File: src/rtl/trim_pkg.sv
package trim_pkg;

    typedef enum logic [2:0] {
        ST_FETCH   = 3'd0,
        ST_RECALL  = 3'd1,
        ST_IDLE    = 3'd2,
        ST_SETTLE  = 3'd3,
        ST_ARMED   = 3'd4,
        ST_ADJUST  = 3'd5,
        ST_PROGRAM = 3'd6
    } trim_state_e;

endpackage

File: src/rtl/trim_sat_counter.sv
module trim_sat_counter #(
    parameter int W = 8
) (
    input  logic         clk,
    input  logic         rst_n,
    input  logic         load_i,
    input  logic [W-1:0] load_val_i,
    input  logic         inc_i,
    input  logic         dec_i,
    output logic [W-1:0] q_o
);
    localparam logic [W-1:0] MAXV = {W{1'b1}};
    localparam logic [W-1:0] MINV = '0;

    always_ff @(posedge clk or negedge rst_n) begin
        if (!rst_n) begin
            q_o <= MINV;
        end else if (load_i) begin
            q_o <= load_val_i;
        end else if (inc_i && !dec_i && q_o != MAXV) begin
            q_o <= q_o + 1'b1;
        end else if (dec_i && !inc_i && q_o != MINV) begin
            q_o <= q_o - 1'b1;
        end
    end

    AST_NO_OVERFLOW: assert property (@(posedge clk) disable iff (!rst_n)
        ($past(q_o) == MAXV && !$past(load_i)) |-> (q_o != MINV));
    AST_NO_UNDERFLOW: assert property (@(posedge clk) disable iff (!rst_n)
        ($past(q_o) == MINV && !$past(load_i)) |-> (q_o != MAXV));

endmodule

File: src/rtl/trim_timer.sv
module trim_timer #(
    parameter int TW = 8
) (
    input  logic          clk,
    input  logic          rst_n,
    input  logic          load_i,
    input  logic [TW-1:0] val_i,
    output logic          done_o
);
    logic [TW-1:0] cnt;

    always_ff @(posedge clk or negedge rst_n) begin
        if (!rst_n) begin
            cnt <= '0;
        end else if (load_i) begin
            cnt <= val_i;
        end else if (cnt != '0) begin
            cnt <= cnt - 1'b1;
        end
    end

    assign done_o = (cnt == '0);

endmodule

File: src/rtl/trim_fsm.sv
module trim_fsm
    import trim_pkg::*;
#(
    parameter int TW         = 8,
    parameter int PROG_CYC   = 100,
    parameter int RECALL_CYC = 10,
    parameter int START_CYC  = 5
) (
    input  logic          clk,
    input  logic          rst_n,
    input  logic          enable_i,
    input  logic          up_i,
    input  logic          dn_i,
    input  logic          prog_i,
    input  logic          nv_busy_i,
    input  logic          tmr_done_i,
    output logic          nv_req_o,
    output logic          nv_wr_o,
    output logic          tmr_load_o,
    output logic [TW-1:0] tmr_val_o,
    output logic          cnt_load_o,
    output logic          cnt_inc_o,
    output logic          cnt_dec_o,
    output logic          busy_o
);
    localparam logic [TW-1:0] T_PROG   = TW'(PROG_CYC);
    localparam logic [TW-1:0] T_RECALL = TW'(RECALL_CYC);
    localparam logic [TW-1:0] T_START  = TW'(START_CYC);

    trim_state_e state, nxt;
    logic        live;
    logic        store_go;
    logic        op_done;

    assign live     = (state == ST_ARMED) || (state == ST_ADJUST);
    assign store_go = live && enable_i && prog_i;
    assign op_done  = tmr_done_i && !nv_busy_i;

    always_ff @(posedge clk or negedge rst_n) begin
        if (!rst_n) begin
            state <= ST_FETCH;
        end else begin
            state <= nxt;
        end
    end

    always_comb begin
        nxt = state;
        unique case (state)
            ST_FETCH:   nxt = ST_RECALL;
            ST_RECALL:  if (op_done) nxt = ST_IDLE;
            ST_IDLE:    if (enable_i) nxt = ST_SETTLE;
            ST_SETTLE: begin
                if (!enable_i)       nxt = ST_FETCH;
                else if (tmr_done_i) nxt = ST_ARMED;
            end
            ST_ARMED: begin
                if (!enable_i)         nxt = ST_FETCH;
                else if (prog_i)       nxt = ST_PROGRAM;
                else if (up_i || dn_i) nxt = ST_ADJUST;
            end
            ST_ADJUST: begin
                if (!enable_i)   nxt = ST_FETCH;
                else if (prog_i) nxt = ST_PROGRAM;
            end
            ST_PROGRAM: begin
                if (op_done) nxt = enable_i ? ST_ARMED : ST_FETCH;
            end
            default: nxt = ST_FETCH;
        endcase
    end

    always_comb begin
        nv_req_o   = 1'b0;
        nv_wr_o    = 1'b0;
        tmr_load_o = 1'b0;
        tmr_val_o  = '0;
        cnt_load_o = 1'b0;
        cnt_inc_o  = 1'b0;
        cnt_dec_o  = 1'b0;
        busy_o     = 1'b0;
        unique case (state)
            ST_FETCH: begin
                nv_req_o   = 1'b1;
                tmr_load_o = 1'b1;
                tmr_val_o  = T_RECALL;
                busy_o     = 1'b1;
            end
            ST_RECALL: begin
                busy_o     = 1'b1;
                cnt_load_o = op_done;
            end
            ST_IDLE: begin
                tmr_load_o = enable_i;
                tmr_val_o  = T_START;
            end
            ST_SETTLE: ;
            ST_ARMED, ST_ADJUST: begin
                if (store_go) begin
                    nv_req_o   = 1'b1;
                    nv_wr_o    = 1'b1;
                    tmr_load_o = 1'b1;
                    tmr_val_o  = T_PROG;
                end
                if (state == ST_ADJUST && enable_i && !prog_i) begin
                    cnt_inc_o = up_i;
                    cnt_dec_o = dn_i;
                end
            end
            ST_PROGRAM: busy_o = 1'b1;
            default: busy_o = 1'b1;
        endcase
    end

    AST_BUSY_NO_STEP: assert property (@(posedge clk) disable iff (!rst_n)
        busy_o |-> (!cnt_inc_o && !cnt_dec_o));
    AST_LOAD_ONLY_RECALL: assert property (@(posedge clk) disable iff (!rst_n)
        cnt_load_o |-> busy_o);

endmodule

File: src/rtl/trim_ctrl.sv
module trim_ctrl #(
    parameter int W          = 8,
    parameter int PROG_CYC   = 100000,
    parameter int RECALL_CYC = 10000,
    parameter int START_CYC  = 50
) (
    input  logic         clk,
    input  logic         rst_n,
    input  logic         enable_i,
    input  logic         up_i,
    input  logic         dn_i,
    input  logic         prog_i,
    output logic         nv_req_o,
    output logic         nv_wr_o,
    output logic [W-1:0] nv_wdata_o,
    input  logic         nv_busy_i,
    input  logic [W-1:0] nv_rdata_i,
    output logic [W-1:0] dac_code_o,
    output logic         busy_o
);
    localparam int MAX_T = (PROG_CYC > RECALL_CYC)
                         ? ((PROG_CYC > START_CYC) ? PROG_CYC : START_CYC)
                         : ((RECALL_CYC > START_CYC) ? RECALL_CYC : START_CYC);
    localparam int TW = $clog2(MAX_T + 1);

    logic          tmr_load, tmr_done;
    logic [TW-1:0] tmr_val;
    logic          cnt_load, cnt_inc, cnt_dec;
    logic [W-1:0]  code;

    trim_fsm #(
        .TW(TW), .PROG_CYC(PROG_CYC), .RECALL_CYC(RECALL_CYC), .START_CYC(START_CYC)
    ) u_fsm (
        .clk(clk), .rst_n(rst_n), .enable_i(enable_i),
        .up_i(up_i), .dn_i(dn_i), .prog_i(prog_i),
        .nv_busy_i(nv_busy_i), .tmr_done_i(tmr_done),
        .nv_req_o(nv_req_o), .nv_wr_o(nv_wr_o),
        .tmr_load_o(tmr_load), .tmr_val_o(tmr_val),
        .cnt_load_o(cnt_load), .cnt_inc_o(cnt_inc), .cnt_dec_o(cnt_dec),
        .busy_o(busy_o)
    );

    trim_timer #(.TW(TW)) u_tmr (
        .clk(clk), .rst_n(rst_n), .load_i(tmr_load), .val_i(tmr_val), .done_o(tmr_done)
    );

    trim_sat_counter #(.W(W)) u_cnt (
        .clk(clk), .rst_n(rst_n), .load_i(cnt_load), .load_val_i(nv_rdata_i),
        .inc_i(cnt_inc), .dec_i(cnt_dec), .q_o(code)
    );

    assign dac_code_o = code;
    assign nv_wdata_o = code;

    AST_STEP_ONE: assert property (@(posedge clk) disable iff (!rst_n)
        !$past(busy_o) |-> (dac_code_o == $past(dac_code_o)
                         || dac_code_o == W'($past(dac_code_o) + 1'b1)
                         || dac_code_o == W'($past(dac_code_o) - 1'b1)));
    AST_DISABLED_HOLD: assert property (@(posedge clk) disable iff (!rst_n)
        (!$past(enable_i) && !$past(busy_o)) |-> $stable(dac_code_o));
    AST_WRITE_ENABLED: assert property (@(posedge clk) disable iff (!rst_n)
        (nv_req_o && nv_wr_o) |-> enable_i);
    AST_BUSY_AFTER_REQ: assert property (@(posedge clk) disable iff (!rst_n)
        nv_req_o |=> busy_o);

endmodule

File: config.mk
export PLATFORM = sky130hd
export DESIGN_NAME = trim_ctrl
export DESIGN_NICKNAME = d
export VERILOG_FILES = /design/src/rtl/trim_pkg.sv /design/src/rtl/trim_sat_counter.sv /design/src/rtl/trim_timer.sv /design/src/rtl/trim_fsm.sv /design/src/rtl/trim_ctrl.sv
export SDC_FILE = /design/constraint.sdc
export NUM_CORES = 1
export LEC_CHECK = 0
export BUFFER_PORTS_ARGS = -buffer_cell sky130_fd_sc_hd__buf_2
export CORE_AREA = 4 4 94 96
export DETAILED_ROUTE_END_ITERATION = 7
export DIE_AREA = 0 0 98 100
export GPL_TIMING_DRIVEN = 0
export PLACE_DENSITY_LB_ADDON = 0.08
export SYNTH_ARGS = -nofsm -noshare
export SYNTH_HDL_FRONTEND = slang
export SYNTH_HIERARCHICAL = 1
export SYNTH_SLANG_ARGS = --single-unit
File: constraint.sdc
create_clock -name clk -period 5.4 [get_ports clk]
set_clock_uncertainty 0.2 [all_clocks]
set_input_delay 1.35 -clock clk [delete_from_list [all_inputs] [get_ports clk]]
set_output_delay 1.35 -clock clk [all_outputs]
set_load 0.005 [all_outputs]
* After elaboration in Yosys (flattened, before gate mapping)
Cells that the tools add are included.
** Storage, ports and cells
- Register bits :: 28
- Bits of input ports :: 15
- Output and inout bits :: 19
- Logic and storage cells :: 72
** Operators by class
- Add/subtract/negate cells :: 3
- Eq/ne operators :: 13
- Mux-type cells :: 29
- Reductions and logical operators :: 24
** Operators with widths (count)
- $mux 17 :: 3
- $pmux 17 s3 :: 1
- $mux 3 :: 11
- $mux 8 :: 3
- $pmux 3 s7 :: 1
- $logic_not 17->1 :: 1
- $reduce_bool 17->1 :: 1
- $sub 17x1->17 const B :: 1
- $eq 3x3->1 const B :: 3
- $logic_and 1x1->1 :: 9
- $add 8x1->8 const B :: 1
- $mux 1 :: 8
- $ne 8x8->1 const B :: 1
- $reduce_bool 8->1 :: 1
- $sub 8x1->8 const B :: 1
- $eq 3x2->1 const B :: 2
- $reduce_and 6->1 :: 1
- $logic_not 1->1 :: 4
- $ne 2x1->1 const B :: 2
- $ne 4x4->1 const B :: 1
- $reduce_or 4->1 :: 1
- $eq 3x1->1 const B :: 1
- $logic_not 3->1 :: 1
- $ne 3x2->1 const B :: 1
- other kinds (8) :: 9

* Longest topological paths before layout
Gate-level depths: netlist of the first run.
- Depth in word-level cells :: 11
- Mapped depth :: 13
- Mapped depth without buffers :: 12

* Hierarchy
Netlist of the first run, hierarchy kept.
** By module, submodules not included
- trim_timer :: times used 1, cells an instance 109, area an instance 1033.5 µm²
- trim_sat_counter :: times used 1, cells an instance 85, area an instance 742.0 µm²
- trim_fsm :: times used 1, cells an instance 64, area an instance 499.2 µm²
- trim_ctrl :: times used 1, cells an instance 8, area an instance 60.1 µm²

* Worst setup path after synthesis of the first run
No wires, ideal clock.
- Kind :: input port to flip-flop
- From :: input enable_i
- To :: register u_cnt.q_o[5]
- Library setup time :: 0.129 ns
- Arrival :: 3.660 ns
- Path slack :: 1.410 ns
- Stages on the path :: 12
- Cell sequence :: nand2_1 > nor4b_1 > and3_1 > nor2b_1 > o21a_1 > inv_1 > ha_1 > a21oi_1 > a21oi_1 > or3_1 > a311oi_1 > a21oi_1
** Between the ends
- Elaborated cells on any way between the ends :: 15
- Those cells by class :: mux: 6; reduce/logical: 9
** RTL lines
- from (decl) :: RTL line trim_ctrl.sv:9 : input logic enable_i,
- $logic_and 1x1->1 (*) (2 in a row) :: RTL line trim_fsm.sv:105 : if (state == ST_ADJUST && enable_i && !prog_i) begin
- $mux 1 (*) :: RTL line trim_fsm.sv:105
- $mux 1 (*) :: RTL line trim_fsm.sv:82 : unique case (state)
- via cnt_inc :: RTL line trim_ctrl.sv:28 : logic cnt_load, cnt_inc, cnt_dec;
- $logic_and 1x1->1 or $logic_not 1->1 (tied branches) :: RTL line trim_sat_counter.sv:20, trim_sat_counter.sv:22
- $logic_and 1x1->1 (on tied branches) :: RTL line trim_sat_counter.sv:20, trim_sat_counter.sv:22
- $mux 8 or $logic_and 1x1->1 (tied branches) :: RTL line trim_sat_counter.sv:20, trim_sat_counter.sv:22
- $mux 8 or $reduce_bool 3->1 (tied branches)
- to (signal assigned) :: RTL line trim_sat_counter.sv:19 : q_o <= load_val_i;
- to (signal assigned) :: RTL line trim_sat_counter.sv:21 : q_o <= q_o + 1'b1;
- to (signal assigned) :: RTL line trim_sat_counter.sv:23 : q_o <= q_o - 1'b1;
- to (decl) :: RTL line trim_sat_counter.sv:10 : output logic [W-1:0] q_o
The timed path passes the listed nets; every way through them passes the cells marked *.
A chain may end at the register's enable or synchronous reset.

* Final worst setup path of the first run
Same ends and word-level chain as after synthesis.

==> results of run 1 <==
-- final cells by class --
| type | instances | area, µm² |
|---|---|---|
| buffer | 31 | 209.0 |
| clock buffer | 3 | 41.29 |
| clock inverter | 1 | 30.03 |
| fill | 872 | 5326 |
| inverter | 11 | 41.29 |
| multi-input combinational | 202 | 1406 |
| sequential | 28 | 700.7 |
| tap | 105 | 131.4 |
| timing repair buffer | 33 | 165.2 |
-- layout by cell type, fill, tap and decap left out, types with 5 or more instances in the layout --
master    Yosys  layout
buf_2         2      35
nand2_1      28      28
dfrtp_1      28      28
buf_4        19      19
o31ai_1      15      15
nor2_1       12      12
a21oi_1      11      11
o21ai_0      11      11
xnor2_1      11      11
inv_1        10      10
ha_1         10      10
clkbuf_1      7       7
nor4_1        7       7
nand2b_1      7       7
conb_1        1       7
nor3_1        6       6
and3_1        5       5
-- sequential cells by signal, summed over array words and instances (netlist names) --
name	cells
u_tmr/cnt	17
u_cnt/q_o	8
u_fsm/state	3
-- routing by layer --
metal  wire (µm)  vias to the layer above
li1            -                     1030
met1        3091                      945
met2        2702                       35
met3         182                        2
met4          46                        0
met5           0                        -
-- how the worst max path moves through the flow --
stage                                     to  slack [ps]  depth (start not counted)
finish              u_cnt/q_o[5]$_DFFE_PN0P_        1060                         13
global route        u_cnt/q_o[5]$_DFFE_PN0P_         740                         13
CTS                 u_cnt/q_o[5]$_DFFE_PN0P_        1100                         13
detailed placement  u_cnt/q_o[5]$_DFFE_PN0P_         790                         13
global placement    u_cnt/q_o[5]$_DFFE_PN0P_         780                         13
floorplan           u_cnt/q_o[5]$_DFFE_PN0P_        1410                         12
-- tightest hold or removal path, cell delays in order (launching register included) --
cell	delay, ps
dfrtp_1	410
o31ai_1	80
o21ai_0	70
-- through the flow --
stage                     worst slack, ps    util  hold slack (ps)  total power, mW  instances
after floorplan                      1410       -            337.0           0.3698        272
after global placement              775.3  0.3296            364.1           0.4055        410
after detailed placement            793.3  0.3296            375.8           0.4072        410
after CTS                            1098  0.3385            395.1           0.5862        414
after global routing                741.4  0.3385            442.0           0.6154        414
final                                1064  0.3385            396.2           0.5786        414
-- cells by family (layout without fill, tap and decap cells) --
| family | Yosys count | in the layout |
|---|---|---|
| xor+xnor | 15 | 15 |
| fa+ha+maj | 11 | 11 |
| other cells | 1 | 7 |
| buf+inv | 42 | 79 |
| simple gates | 94 | 94 |
| mux | 4 | 4 |
| compound gates | 71 | 71 |
| flops | 28 | 28 |
-- power by group --
part	switching, mW	internal [mW]	total, mW
registers	0.0467	0.243	0.290
logic	0.0571	0.0567	0.114
clock network	0.0754	0.0994	0.175
==> results.json, run 1 <==
{
  "ys_top_cells_by_count": "dfrtp_1, nand2_1, buf_4",
  "holdBufCountCts": 0,
  "grt_busiest_layer": "met2",
  "numCtsBuffers": 3,
  "insertion_delay_ps": 280,
  "cts.clk_slew.worst_paths_ps": 110,
  "dr.pass1.iters": 4,
  "n_antenna_cell": 0,
  "startpoint_type": "input pin",
  "syn_avg_cell_area_um2": 8.777,
  "rr_worst_depth": 13,
  "synth_adder_area_share": 0.06217,
  "synth-compound-area-share": 0.2229,
  "track_usage": 0.1271,
  "met3_usage": 0.01876,
  "std_cell_rows": 33,
  "peakVddDrop_mv": 0.1422,
  "synthXorXnorAreaFrac": 0.05627,
  "final_area_um2": 2725,
  "status": "complete, no violations",
  "critical_path.max_stage_delay_ps": 460,
  "wl_per_cell_um": 14.55,
  "arrival_ps": 4310,
  "slew_headroom": 0.5006,
  "end_kind": "flop",
  "globalRouteMet1Util": 0.1761,
  "die_w_um": 98,
  "ctsLongestPathBuffers": 2,
  "ff2ff_setup_slack_ps": 1540,
  "drc": 0,
  "tightest_slew_ps": 738.6,
  "finalSetupTns_ps": 0,
  "yosys-mux-area-fraction": 0.01876,
  "die_area_um2": 9800,
  "powerDensity_nw_per_um2": 212.3,
  "synth_top_family_by_area": "simple AND/OR/NAND/NOR gates",
  "vias": 2012,
  "postCtsSetupRepairBufs": 0,
  "ys_seq_elements": 28,
  "worstHoldStart": "u_tmr/cnt[16]$_DFFE_PN0P_",
  "min_period_over_period": 0.8029,
  "fin_nets": 336,
  "critPathBufInv": 2,
  "postSynthCellCount": 266,
  "post_drt_via_cell_ratio": 4.860,
  "synth-async-reset-ratio": 1.000,
  "overflow": 0,
  "grt_max_degree": 29,
  "holdPathEnd": "u_tmr/cnt[16]$_DFFE_PN0P_",
  "worstPathMaxFanout": 11,
  "synth_top_area_share": 0.3001,
  "drive_gt1_frac": 0.2557,
  "hold_path_class": "flop to flop",
  "cp_slowest_cell": "nor4b_1",
  "fmax_mhz": 230.6,
  "syn_area_um2": 2335,
  "max-cap-violations": 0,
  "synthFlopType": "dfrtp_1",
  "cts_resized": 0,
  "start_util": 0.2900,
  "post_dp_cell_area_um2": 2654,
  "cp_top_family": "simple AND/OR/NAND/NOR gates",
  "core_um2": 8051,
  "yosys.area.top_type": "dfrtp_1",
  "clockRootBuffer": "clkbuf_8",
  "p_leak_nw": 1.190,
  "setup_viol": 0,
  "crit_type": "input pin to flop",
  "regToRegEndpoint": "u_cnt/q_o[5]$_DFFE_PN0P_",
  "grt_pass1_wl_mm": 10.14,
  "crit_required_ps": 5370,
  "synth_edf_count": 0,
  "pin_count": 34,
  "min_path_cells": 2,
  "min_period_ps": 4336,
  "drtIter0Drc": 70,
  "drt-total-wl_mm": 6.022,
  "gp_congestion": 0.7820,
  "cts-htree-levels": 1,
  "hold_violations": 0,
  "path_cells": "buf_2, nand2_1, nor4b_1, and3_1, nor2b_1, o21a_1, inv_1, ha_1, a21oi_1, a21oi_1, or3_1, a311oi_1, a21oi_1",
  "grt_pass1_vias": 2010,
  "rr_startpoint": "u_tmr/cnt[0]$_DFFE_PN0P_",
  "cp-startpoint": "enable_i",
  "slew_viol_final": 0,
  "ant_nets": 0,
  "detailed_place_hpwl_mm": 4.468,
  "rsz0062_at_grt": "no",
  "use_met2": 0.2105,
  "cts_tree": "done",
  "synth-simple-area-share": 0.2310,
  "yosysWarnings": 6,
  "seq_area_frac_synth": 0.3001,
  "synth.distinct_cells": 65,
  "port_buffers": 33,
  "antenna_found_initial": 0,
  "area_growth_pct": 16.72,
  "die_h_um": 100,
  "clock_sinks": 28,
  "cp_common_cell": "a21oi_1",
  "netlist_top_cells_area": "dfrtp_1, buf_4, ha_1"
}
No activity file was read; power rests on OpenSTA's default activity.
==> inputs of run 2 (changes only) <==
==> constraint.sdc (replaced) <==
create_clock -name clk -period 3.97 [get_ports clk]
set_clock_uncertainty 0.2 [all_clocks]
set_input_delay 0.9925 -clock clk [delete_from_list [all_inputs] [get_ports clk]]
set_output_delay 0.9925 -clock clk [all_outputs]
set_load 0.005 [all_outputs]
==> run 2 against run 1 <==
Highest routed layer unchanged. Critical path type unchanged. Critical path depth grew 1. Critical endpoint is now u_cnt/q_o[4]$_DFFE_PN0P_. Wire length hardly changed. First-iteration DRC count grew 27%. Setup slack got worse by 840 ps. Non-clock buffer count increased by 3.
==> results.json, run 2 (synthesis results as in run 1) <==
{
  "min_path_cells": 2,
  "crit_type": "input pin to flop",
  "powerDensity_nw_per_um2": 286.6,
  "regArea_um2": 700.7,
  "grt_max_degree": 29,
  "area_growth_pct": 19.24,
  "gp_congestion": 0.7820,
  "setup_viol": 0,
  "die_h_um": 100,
  "cts_tree": "done",
  "cts.clk_slew.worst_paths_ps": 110,
  "insertion_delay_ps": 280,
  "n_antenna_cell": 0,
  "min_period_ps": 3741,
  "dr.pass1.iters": 4,
  "rr_worst_depth": 13,
  "largestRegisters": "u_tmr/cnt (17), u_cnt/q_o (8), u_fsm/state (3)",
  "cts-htree-levels": 1,
  "regToRegEndpoint": "u_cnt/q_o[4]$_DFFE_PN0P_",
  "die_area_um2": 9800,
  "start_util": 0.2900,
  "hold_violations": 0,
  "largest_register_ffs": 17,
  "slew_viol_final": 0,
  "layout_common_cells": "buf_2, nand2_1, dfrtp_1",
  "grt_pass1_vias": 2010,
  "pin_count": 34,
  "vias": 2024,
  "wl_per_cell_um": 14.45,
  "regMostFlops": "u_tmr/cnt",
  "rsz0062_at_grt": "no",
  "drtIter0Drc": 89,
  "min_period_over_period": 0.9424,
  "fmax_mhz": 267.3,
  "final_cell_count_no_fill": 417,
  "antenna_found_initial": 0,
  "worstHoldStart": "u_tmr/cnt[16]$_DFFE_PN0P_",
  "overflow": 0,
  "port_buffers": 33,
  "pre_cts_ws_ps": -279.2,
  "hold_path_class": "flop to flop",
  "timing.hold.ws_ps": 396.3,
  "std_cell_rows": 33,
  "slew_headroom": 0.5402,
  "clockRootBuffer": "clkbuf_8",
  "ctsLongestPathBuffers": 2,
  "multi_input_area_um2": 1441,
  "dp.cells": 410,
  "startpoint_type": "input pin",
  "fill_cells": 864,
  "fin_ws_ps": 228.7,
  "p_leak_nw": 1.218,
  "drc": 0,
  "rr_startpoint": "u_fsm/state[1]$_DFFE_PN0P_",
  "post_drt_via_cell_ratio": 4.854,
  "peakVddDrop_mv": 0.2064,
  "grt_pass1_wl_mm": 10.14,
  "detailed_place_hpwl_mm": 4.468,
  "core_um2": 8051,
  "track_usage": 0.1271,
  "status": "complete, no violations",
  "crit_required_ps": 3950,
  "ant_nets": 0,
  "max-cap-violations": 0,
  "arrival_ps": 3720,
  "drive_gt1_frac": 0.2788,
  "clock_sinks": 28,
  "worstPathMaxFanout": 7,
  "drt-total-wl_mm": 6.026,
  "end_kind": "flop",
  "ff2ff_setup_slack_ps": 470,
  "final_common_cell": "buf_2",
  "holdPathEnd": "u_tmr/cnt[16]$_DFFE_PN0P_",
  "holdBufCountCts": 0,
  "p_total_mw": 0.7979,
  "die_w_um": 98,
  "fin_nets": 339,
  "finish.utilization": 0.3458,
  "tightest_slew_ps": 689.7,
  "numCtsBuffers": 3
}
[run 2: how the worst max path moves through the flow]
stage	to	slack, ps	cells past startpoint	start
3_5_place_dp	u_cnt/q_o[5]$_DFFE_PN0P_	-280	13	enable_i
2_1_floorplan	u_cnt/q_o[5]$_DFFE_PN0P_	340	12	enable_i
5_1_grt	u_cnt/q_o[6]$_DFFE_PN0P_	4	14	enable_i
3_3_place_gp	u_cnt/q_o[5]$_DFFE_PN0P_	-300	13	enable_i
4_1_cts	u_cnt/q_o[5]$_DFFE_PN0P_	30	13	enable_i
6_report	u_cnt/q_o[4]$_DFFE_PN0P_	230	14	enable_i
[run 2: stage by stage]
stage / area [µm²] / TNS [ps]
2_1_floorplan: 2357 / 0
3_3_place_gp: 2654 / -1046
6_report: 2784 / 0
3_5_place_dp: 2654 / -960.7
5_1_grt: 2784 / 0
4_1_cts: 2725 / 0
[run 2: report_power, final]
part	switching [mW]	total, mW	internal (mW)
Sequential	0.0698	0.400	0.331
Combinational	0.0784	0.159	0.0809
Clock	0.103	0.238	0.135
[run 2: final cells by class]
class,count,share of cell area
buffer,31,0.07506
clock buffer,3,0.01483
clock inverter,1,0.01079
inverter,11,0.01618
multi-input combinational,202,0.5178
sequential,28,0.2517
tap,105,0.04719
timing repair buffer,36,0.06652
[run 2: worst max-delay path: stages]
cell,delay [ps]
buf_2,160
nand2_1,140
nor4b_4,280
and3_1,200
nor2b_1,140
o21a_2,200
clkinvlp_4,150
buf_4,160
fa_1,410
a21o_2,210
a21oi_1,170
xor2_1,160
o21ai_0,80
mux2_2,260
[run 2: layer usage]
metal,share of wire,vias to the layer above,track usage
li1,-,1038,-
met3,0.029,2,0.01876
met4,0.0076,0,0.02875
met5,0,-,0
met1,0.51,956,0.1761
met2,0.45,28,0.2105
[run 2: repair_timing]
item | CTS | global route
endpoints found under the setup margin | 0 | 8
gates resized for setup | 0 | 7
hold endpoints to repair | 0 | 0
setup buffers | 0 | 3
